File: src/rtl/lcd_pkg.sv
package lcd_pkg;

    localparam int LINE_W = 8;
    localparam logic [7:0] CTRL_RESET = 8'h91;

    typedef enum logic [1:0] {
        PH_HBLANK = 2'b00,
        PH_VBLANK = 2'b01,
        PH_SEARCH = 2'b10,
        PH_XFER   = 2'b11
    } lcd_phase_e;

    typedef enum logic [1:0] {
        SEL_CTRL = 2'd0,
        SEL_STAT = 2'd1,
        SEL_LINE = 2'd2,
        SEL_CMP  = 2'd3
    } reg_sel_e;

    // Interrupt source enables, MSB first: status bits 6..3
    typedef struct packed {
        logic on_coin;
        logic on_search;
        logic on_vblank;
        logic on_hblank;
    } stat_en_t;

    function automatic logic [7:0] pack_status(stat_en_t en, logic coin, lcd_phase_e ph);
        return {1'b0, en, coin, ph};
    endfunction

endpackage

File: src/rtl/lcd_timebase.sv
module lcd_timebase
    import lcd_pkg::*;
#(
    parameter int DOTS_PER_LINE = 456,
    parameter int TOTAL_LINES   = 154,
    parameter int DOT_W         = $clog2(DOTS_PER_LINE)
) (
    input  logic              clk,
    input  logic              rst,
    input  logic              run,
    output logic [DOT_W-1:0]  dot,
    output logic [LINE_W-1:0] line
);

    localparam logic [DOT_W-1:0]  LAST_DOT  = DOT_W'(DOTS_PER_LINE - 1);
    localparam logic [LINE_W-1:0] LAST_LINE = LINE_W'(TOTAL_LINES - 1);

    always_ff @(posedge clk) begin
        if (rst || !run) begin
            dot  <= '0;
            line <= '0;
        end else if (dot == LAST_DOT) begin
            dot  <= '0;
            line <= (line == LAST_LINE) ? '0 : line + LINE_W'(1);
        end else begin
            dot <= dot + DOT_W'(1);
        end
    end

endmodule

File: src/rtl/lcd_phase_decode.sv
module lcd_phase_decode
    import lcd_pkg::*;
#(
    parameter int VISIBLE_LINES = 144,
    parameter int SEARCH_DOTS   = 80,
    parameter int XFER_DOTS     = 172,
    parameter int DOT_W         = 9
) (
    input  logic              run,
    input  logic [DOT_W-1:0]  dot,
    input  logic [LINE_W-1:0] line,
    output lcd_phase_e        phase
);

    localparam logic [LINE_W-1:0] VIS_L    = LINE_W'(VISIBLE_LINES);
    localparam logic [DOT_W-1:0]  XFER_BEG = DOT_W'(SEARCH_DOTS);
    localparam logic [DOT_W-1:0]  XFER_END = DOT_W'(SEARCH_DOTS + XFER_DOTS);

    always_comb begin
        if (!run)                phase = PH_HBLANK;
        else if (line >= VIS_L)  phase = PH_VBLANK;
        else if (dot < XFER_BEG) phase = PH_SEARCH;
        else if (dot < XFER_END) phase = PH_XFER;
        else                     phase = PH_HBLANK;
    end

endmodule

File: src/rtl/lcd_irq_gen.sv
module lcd_irq_gen
    import lcd_pkg::*;
#(
    parameter int VISIBLE_LINES = 144,
    parameter int DOT_W         = 9
) (
    input  logic              clk,
    input  logic              rst,
    input  logic              run,
    input  lcd_phase_e        phase,
    input  logic              coin,
    input  stat_en_t          en,
    input  logic [DOT_W-1:0]  dot,
    input  logic [LINE_W-1:0] line,
    output logic              irq_stat,
    output logic              irq_vblank
);

    localparam logic [LINE_W-1:0] VIS_L = LINE_W'(VISIBLE_LINES);

    logic cond, cond_q;

    always_comb begin
        cond = (en.on_coin   && coin)
            || (en.on_search && phase == PH_SEARCH)
            || (en.on_vblank && phase == PH_VBLANK)
            || (en.on_hblank && phase == PH_HBLANK);
    end

    always_ff @(posedge clk) begin
        if (rst) cond_q <= 1'b0;
        else     cond_q <= cond;
    end

    assign irq_stat   = cond && !cond_q;
    assign irq_vblank = run && (line == VIS_L) && (dot == '0);

endmodule

File: src/rtl/lcd_timing_ctrl.sv
module lcd_timing_ctrl
    import lcd_pkg::*;
#(
    parameter int DOTS_PER_LINE = 456,
    parameter int VISIBLE_LINES = 144,
    parameter int TOTAL_LINES   = 154,
    parameter int SEARCH_DOTS   = 80,
    parameter int XFER_DOTS     = 172,
    parameter int DOT_W         = $clog2(DOTS_PER_LINE)
) (
    input  logic             clk,
    input  logic             rst,
    input  logic [1:0]       reg_addr,
    input  logic             reg_wr,
    input  logic [7:0]       reg_wdata,
    output logic [7:0]       reg_rdata,
    output logic [1:0]       lcd_mode,
    output logic [7:0]       lcd_line,
    output logic [DOT_W-1:0] lcd_dot,
    output logic             irq_vblank,
    output logic             irq_stat
);

    logic [7:0]  ctrl_q;
    stat_en_t    en_q;
    logic [7:0]  cmp_q;
    logic        lcd_on;
    logic        coin;
    lcd_phase_e  phase;
    reg_sel_e    sel;

    assign sel    = reg_sel_e'(reg_addr);
    assign lcd_on = ctrl_q[7];

    always_ff @(posedge clk) begin
        if (rst) begin
            ctrl_q <= CTRL_RESET;
            en_q   <= '0;
            cmp_q  <= '0;
        end else if (reg_wr) begin
            case (sel)
                SEL_CTRL: ctrl_q <= reg_wdata;
                SEL_STAT: en_q   <= stat_en_t'(reg_wdata[6:3]);
                SEL_CMP:  cmp_q  <= reg_wdata;
                default:  ;
            endcase
        end
    end

    lcd_timebase #(
        .DOTS_PER_LINE(DOTS_PER_LINE),
        .TOTAL_LINES  (TOTAL_LINES),
        .DOT_W        (DOT_W)
    ) u_timebase (
        .clk (clk),
        .rst (rst),
        .run (lcd_on),
        .dot (lcd_dot),
        .line(lcd_line)
    );

    lcd_phase_decode #(
        .VISIBLE_LINES(VISIBLE_LINES),
        .SEARCH_DOTS  (SEARCH_DOTS),
        .XFER_DOTS    (XFER_DOTS),
        .DOT_W        (DOT_W)
    ) u_phase (
        .run  (lcd_on),
        .dot  (lcd_dot),
        .line (lcd_line),
        .phase(phase)
    );

    assign coin     = (lcd_line == cmp_q);
    assign lcd_mode = phase;

    lcd_irq_gen #(
        .VISIBLE_LINES(VISIBLE_LINES),
        .DOT_W        (DOT_W)
    ) u_irq (
        .clk       (clk),
        .rst       (rst),
        .run       (lcd_on),
        .phase     (phase),
        .coin      (coin),
        .en        (en_q),
        .dot       (lcd_dot),
        .line      (lcd_line),
        .irq_stat  (irq_stat),
        .irq_vblank(irq_vblank)
    );

    always_comb begin
        case (sel)
            SEL_CTRL: reg_rdata = ctrl_q;
            SEL_STAT: reg_rdata = pack_status(en_q, coin, phase);
            SEL_LINE: reg_rdata = lcd_line;
            default:  reg_rdata = cmp_q;
        endcase
    end

endmodule

File: config.mk
export PLATFORM = sky130hd
export DESIGN_NAME = lcd_timing_ctrl
export DESIGN_NICKNAME = d
export VERILOG_FILES = /design/src/rtl/lcd_pkg.sv /design/src/rtl/lcd_timebase.sv /design/src/rtl/lcd_phase_decode.sv /design/src/rtl/lcd_irq_gen.sv /design/src/rtl/lcd_timing_ctrl.sv
export SDC_FILE = /design/constraint.sdc
export NUM_CORES = 1
export LEC_CHECK = 0
export BUFFER_PORTS_ARGS = -buffer_cell sky130_fd_sc_hd__buf_2
export CAP_MARGIN = 20
export CORE_UTILIZATION = 50
export CTS_BUF_LIST = sky130_fd_sc_hd__clkbuf_4
export CTS_CLUSTER_DIAMETER = 30
export DETAILED_ROUTE_END_ITERATION = 8
export HOLD_SLACK_MARGIN = 0.15
export PLACE_DENSITY = 0.74
export SYNTH_ARGS = -nofsm -noshare
export SYNTH_HDL_FRONTEND = slang
export SYNTH_SLANG_ARGS = --single-unit
File: constraint.sdc
create_clock -name clk -period 3.35 [get_ports clk]
set_clock_uncertainty 0.2 [all_clocks]
set_input_delay 0.1675 -clock clk [delete_from_list [all_inputs] [get_ports clk]]
set_output_delay 0.1675 -clock clk [all_outputs]
set_load 0.005 [all_outputs]
Word level (Yosys, flattened, before mapping)
Cells that the tools add are included.
Widths: inputs -> output; s select.

cells by class
  $add $sub $neg = 2
  magnitude comparators = 3
  equality and inequality tests = 9
  multiplexer cells = 6
  reduce and logical (&&, ||, !) cells = 20

operators by type and width
  operator             count
  $pmux 8 s3           1
  $eq 8x8->1 const B   2
  $add 9x1->9 const B  1
  $eq 9x9->1 const B   1
  $logic_not 9->1      1
  $lt 9x7->1 const B   1
  $lt 9x8->1 const B   1
  $add 8x1->8 const B  1
  $eq 8x8->1           1
  $ge 8x8->1 const B   1
  $mux 2               4
  $mux 8               1
  $logic_and 1x1->1    7
  $eq 2x2->1 const B   3
  $reduce_and 2->1     3
  $eq 2x1->1 const B   2
  $logic_not 2->1      2
  $logic_or 1x1->1     4
  $logic_not 1->1      2
  $reduce_or 2->1      1

word-level totals
  flip-flop bits (word level) = 38
  input port bits = 13
  output and inout bits = 29
  word-level logic and storage cells = 49

Longest topological paths before layout
  depth after elaboration = 11
  depth in mapped cells = 5
  depth with buffers taken out = 5

By module
A second synthesis with hierarchy kept.

unflattened totals
  cells, all modules = 201
  area total of the unflattened synthesis = 1964.4 um^2

by module, submodules not included
  module            instances  cells each  area each (um^2)  seq. area each (um^2)
  lcd_timing_ctrl   1          92          1032.2            400.4
  lcd_timebase      1          87          765.7             340.3
  lcd_irq_gen       1          14          105.1             20.0
  lcd_phase_decode  1          8           61.3              0.0

Least setup slack after synthesis
Ideal clock, no wire load.

  path kind = reg-to-output
  start = reg u_timebase.line[3]
  end = out irq_stat
  arrival = 1.523 ns
  data required time = 2.982 ns
  path slack = 1.459 ns
  cell stages (with the launch flop) = 6
  buffers on the path = 1
  cells stage by stage = dfxtp_1 > clkbuf_1 > xnor2_1 > nand4_1 > or4_1 > a31oi_1

on the way
  word-level cells in the longest chain between the ends = 9
  elaborated cells on any way between the ends = 15
  those cells by class = order compare (1); eq/ne (3); mux (2); reduce/logical (9)

RTL lines
  item                      RTL line                source
  start: declaration        lcd_timebase.sv:12      output logic [LINE_W-1:0] line
  start signal: assignment  lcd_timebase.sv:24      line <= (line == LAST_LINE) ? '0 : line + LINE_W'(1);
  $ge 8x8->1                lcd_phase_decode.sv:21  else if (line >= VIS_L) phase = PH_VBLANK;
  $mux 2                    lcd_phase_decode.sv:21
  $mux 2                    lcd_phase_decode.sv:20  if (!run) phase = PH_HBLANK;
  $eq 2x2->1                lcd_irq_gen.sv:25       || (en.on_search && phase == PH_SEARCH)
  $logic_and 1x1->1         lcd_irq_gen.sv:25
  $logic_or 1x1->1          lcd_irq_gen.sv:25
  $logic_or 1x1->1          lcd_irq_gen.sv:26       || (en.on_vblank && phase == PH_VBLANK)
  $logic_or 1x1->1 (*)      lcd_irq_gen.sv:27       || (en.on_hblank && phase == PH_HBLANK);
  $logic_and 1x1->1 (*)     lcd_irq_gen.sv:35       assign irq_stat = cond && !cond_q;
  end: declaration          lcd_timing_ctrl.sv:21   output logic irq_stat

Mark *: on every way between the ends. The rest lies on a longest branch, timed or not.

Worst setup path in the final report
  start = reg u_timebase.line[6]
  end = out irq_stat

Same word-level chain as after synthesis.

==> results.cfg <==
[run_status]
outcome = finished clean

[clock_network]
htree_levels = 2
insertion_delay_ns = 0.35
cts.repair.resized = 0
tritoncts = yes
cts_max_path_buffers = 2
postCtsSetupBuffers = 0
cts_sinks = 38
numCtsBuffers = 5
path_clk_slew_ns = 0.11
clockRootBuffer = clkbuf_4

[routing]
final_antenna_net_count = 0
dr.pass1.iters = 4
vias = 1750
vias_per_cell = 5.42
drtIter0Drc = 86
wire_per_inst_microns = 14.1
drt_wl_total_mm = 4.57
drc = 0

[setup_path]
cp_max_fo = 8
rrSetupSlack_ns = 1.34
r2r_end = u_timebase.line[2]
crit_type = flip-flop to output port
path_delay_family = simple AND/OR/NAND/NOR gates
cp.required_ns = 2.98
cp_cell_sequence = xnor2_1 -> nand4_1 -> or4_1 -> a31oi_1 -> buf_2
worst-path-buf-inv = 1
start_kind = flip-flop
critical_path_arrival_ns = 2.13
startpoint = u_timebase.line[6]
endpoint_kind = output port
reg2reg_depth = 5
max_stage_delay_ns = 0.56
slowest_stage = dfxtp_1
path_depth = 5
endpoint = irq_stat
r2r-start = u_timebase.dot[0]

[timing]
tns_ns = 0
drv_slew = 0
fin_crit_ns = 2.50
grt_setup_unrepaired = no
fin_crit_sh_pct = 74.5
slew_headroom_pct = 64.0
hold_violations = 0
finalSetupViolations = 0
max_freq_ghz = 0.400
worst_pin_slew_ns = 0.539

[pwr]
power_density_mw_per_mm2 = 335
leakagePower_nw = 1.07
vdd_ir_drop_max_mv = 0.337

[global_route]
grt_max_degree = 24
antenna_found_initial = 0
overflow = 0
grt_pass1_wl_mm = 7.34
grt_pass1_vias = 1578
grtUsageTotal_pct = 22.7

[finish]
seqCellArea_sq_um = 761
syn_to_final_growth_pct = 20.4
final_core_util_pct = 64.3
final_cell_mix = buf_2 (41), dfxtp_1 (38), nor2_1 (28), nand2_1 (26), dlygate4sd3_1 (14)
fin_nets = 292
drive_gt1_share_pct = 22.2
final_cells = 323
multi_input_area_sq_mm = 0.00117
insertedDiodeCount = 0
fillCellCount = 326
stdcell_area_sq_mm = 0.00242
final_common_cell = buf_2

[floorplanning]
rows = 22
die_x_microns = 65.5
initial_core_util_pct = 53.4
dieArea_sq_mm = 0.00428
ios = 42
die_height_microns = 65.5
core_area_sq_mm = 0.00377

[logic_synthesis]
syn_area_per_cell_sq_um = 9.03
yosys_warnings = 0
synth_area_sq_mm = 0.00201
ys_seq_elements = 38
synth_nets = 241
yosysUniqueCellTypes = 39
synth_cells = 223
seq_area_frac_synth_pct = 37.8

[place]
dp_hpwl_mm = 3.30
placed_area_sq_mm = 0.00223
place_inst = 301
portBuffers = 41
gp_congestion = 0.836

[min_path]
hold_class = input pin to flip-flop

[flow_run]
drv.max_cap_violation_count = 0
==> what timing repair did <==
item,4_1_cts,5_1_grt
hold endpoints to repair,21,0
hold buffers,14,0
endpoints found under the setup margin,0,0
==> tightest hold or removal path, stage by stage <==
cell	delay (ns)
buf_2	0.10
nand2_1	0.21
nand2_1	0.13
a21oi_1	0.05
==> layout make-up <==
| cell class | instances | share of cell area (%) |
|---|---|---|
| Multi-Input combinational cell | 165 | 48.3 |
| Sequential cell | 38 | 31.4 |
| Timing Repair Buffer | 55 | 14.2 |
| Tap cell | 48 | 2.48 |
| Clock buffer | 6 | 1.86 |
| Inverter | 9 | 1.39 |
| Clock inverter | 2 | 0.361 |
==> sequential cells by signal, summed over array words and instances (netlist names) <==
signal,flops
cmp_q,8
u_timebase.dot,9
en_q,4
ctrl_q,8
u_irq.cond_q,1
u_timebase.line,8
==> report_power, final <==
part           total [mW]  switching, mW  internal (mW)
clock network       0.236          0.149         0.0869
registers           0.476         0.0117          0.464
logic              0.0997         0.0479         0.0518
total               0.811          0.208          0.603
==> cell families after synthesis <==
| group | share of synthesized area (%) |
|---|---|
| and+or+nand+nor | 25.4 |
| DFF | 37.8 |
| AOI/OAI and AO/OA | 7.58 |
| buffers and inverters | 4.10 |
| xor gates and xnor gates | 8.27 |
| muxes | 13.8 |
| adders and majority gates | 3.11 |
==> worst min-delay path by stage <==
stage                     end         start  slack [ns]  cells past startpoint
finish              ctrl_q[6]        reg_wr        0.15                      4
floorplan           ctrl_q[7]           rst        0.07                      1
detailed placement  ctrl_q[0]  reg_wdata[0]        0.20                      3
global route          en_q[0]        reg_wr        0.19                      4
global placement    ctrl_q[0]  reg_wdata[0]        0.19                      3
CTS                 ctrl_q[6]        reg_wr        0.16                      4
==> per-stage QoR <==
stage	power [mW]	setup WS [ns]	hold slack, ns
finish	0.811	0.853	0.148
CTS	0.815	0.851	0.159
detailed placement	0.574	1.27	0.196
floorplan	0.542	1.46	0.0734
global placement	0.574	1.24	0.190
global route	0.845	0.751	0.188
==> layer usage <==
metal  share of wire [%]  routed length, microns  global-route usage [%]  up-vias
met4                 1.5                      68                    8.97        0
met1                  50                    2280                    30.7      809
met3                 4.6                     211                    5.03        7
li1                    -                       -                       -      888
met2                  44                    2010                    35.1       46
met5                   0                       0                       0        -
==> Yosys cell counts <==
cell,instances,area share [%]
o221ai_1,1,0.44
or4b_4,1,0.68
nand4_1,6,1.9
nand4b_1,1,0.44
nor4_2,1,0.62
o211ai_1,2,0.75
a31oi_1,3,0.93
clkbuf_1,5,0.93
nand3_1,13,3.2
and4_1,1,0.44
a22o_1,1,0.44
nand2b_1,1,0.31
o21ai_1,1,0.25
ha_1,5,3.1
or4_1,1,0.37
nand3b_1,4,1.5
o31ai_2,1,0.62
nor4_4,1,1.1
and3_2,1,0.37
and3_1,5,1.6
nand4_2,1,0.62
inv_1,9,1.7
nor3_1,3,0.75
xnor2_1,13,5.7
a31o_1,1,0.44
dfxtp_1,38,38
nand2_1,26,4.8
a21oi_1,10,2.5
xor2_1,6,2.6
o21a_1,2,0.75
mux2i_1,12,6.0
o21ai_0,2,0.50
nor4b_1,2,0.87
nor2_1,28,5.2
nor4_1,1,0.31
mux4_2,7,7.8
buf_2,5,1.2
clkbuf_2,1,0.25
and2_1,1,0.31
No activity file was read; power rests on OpenSTA's default activity.
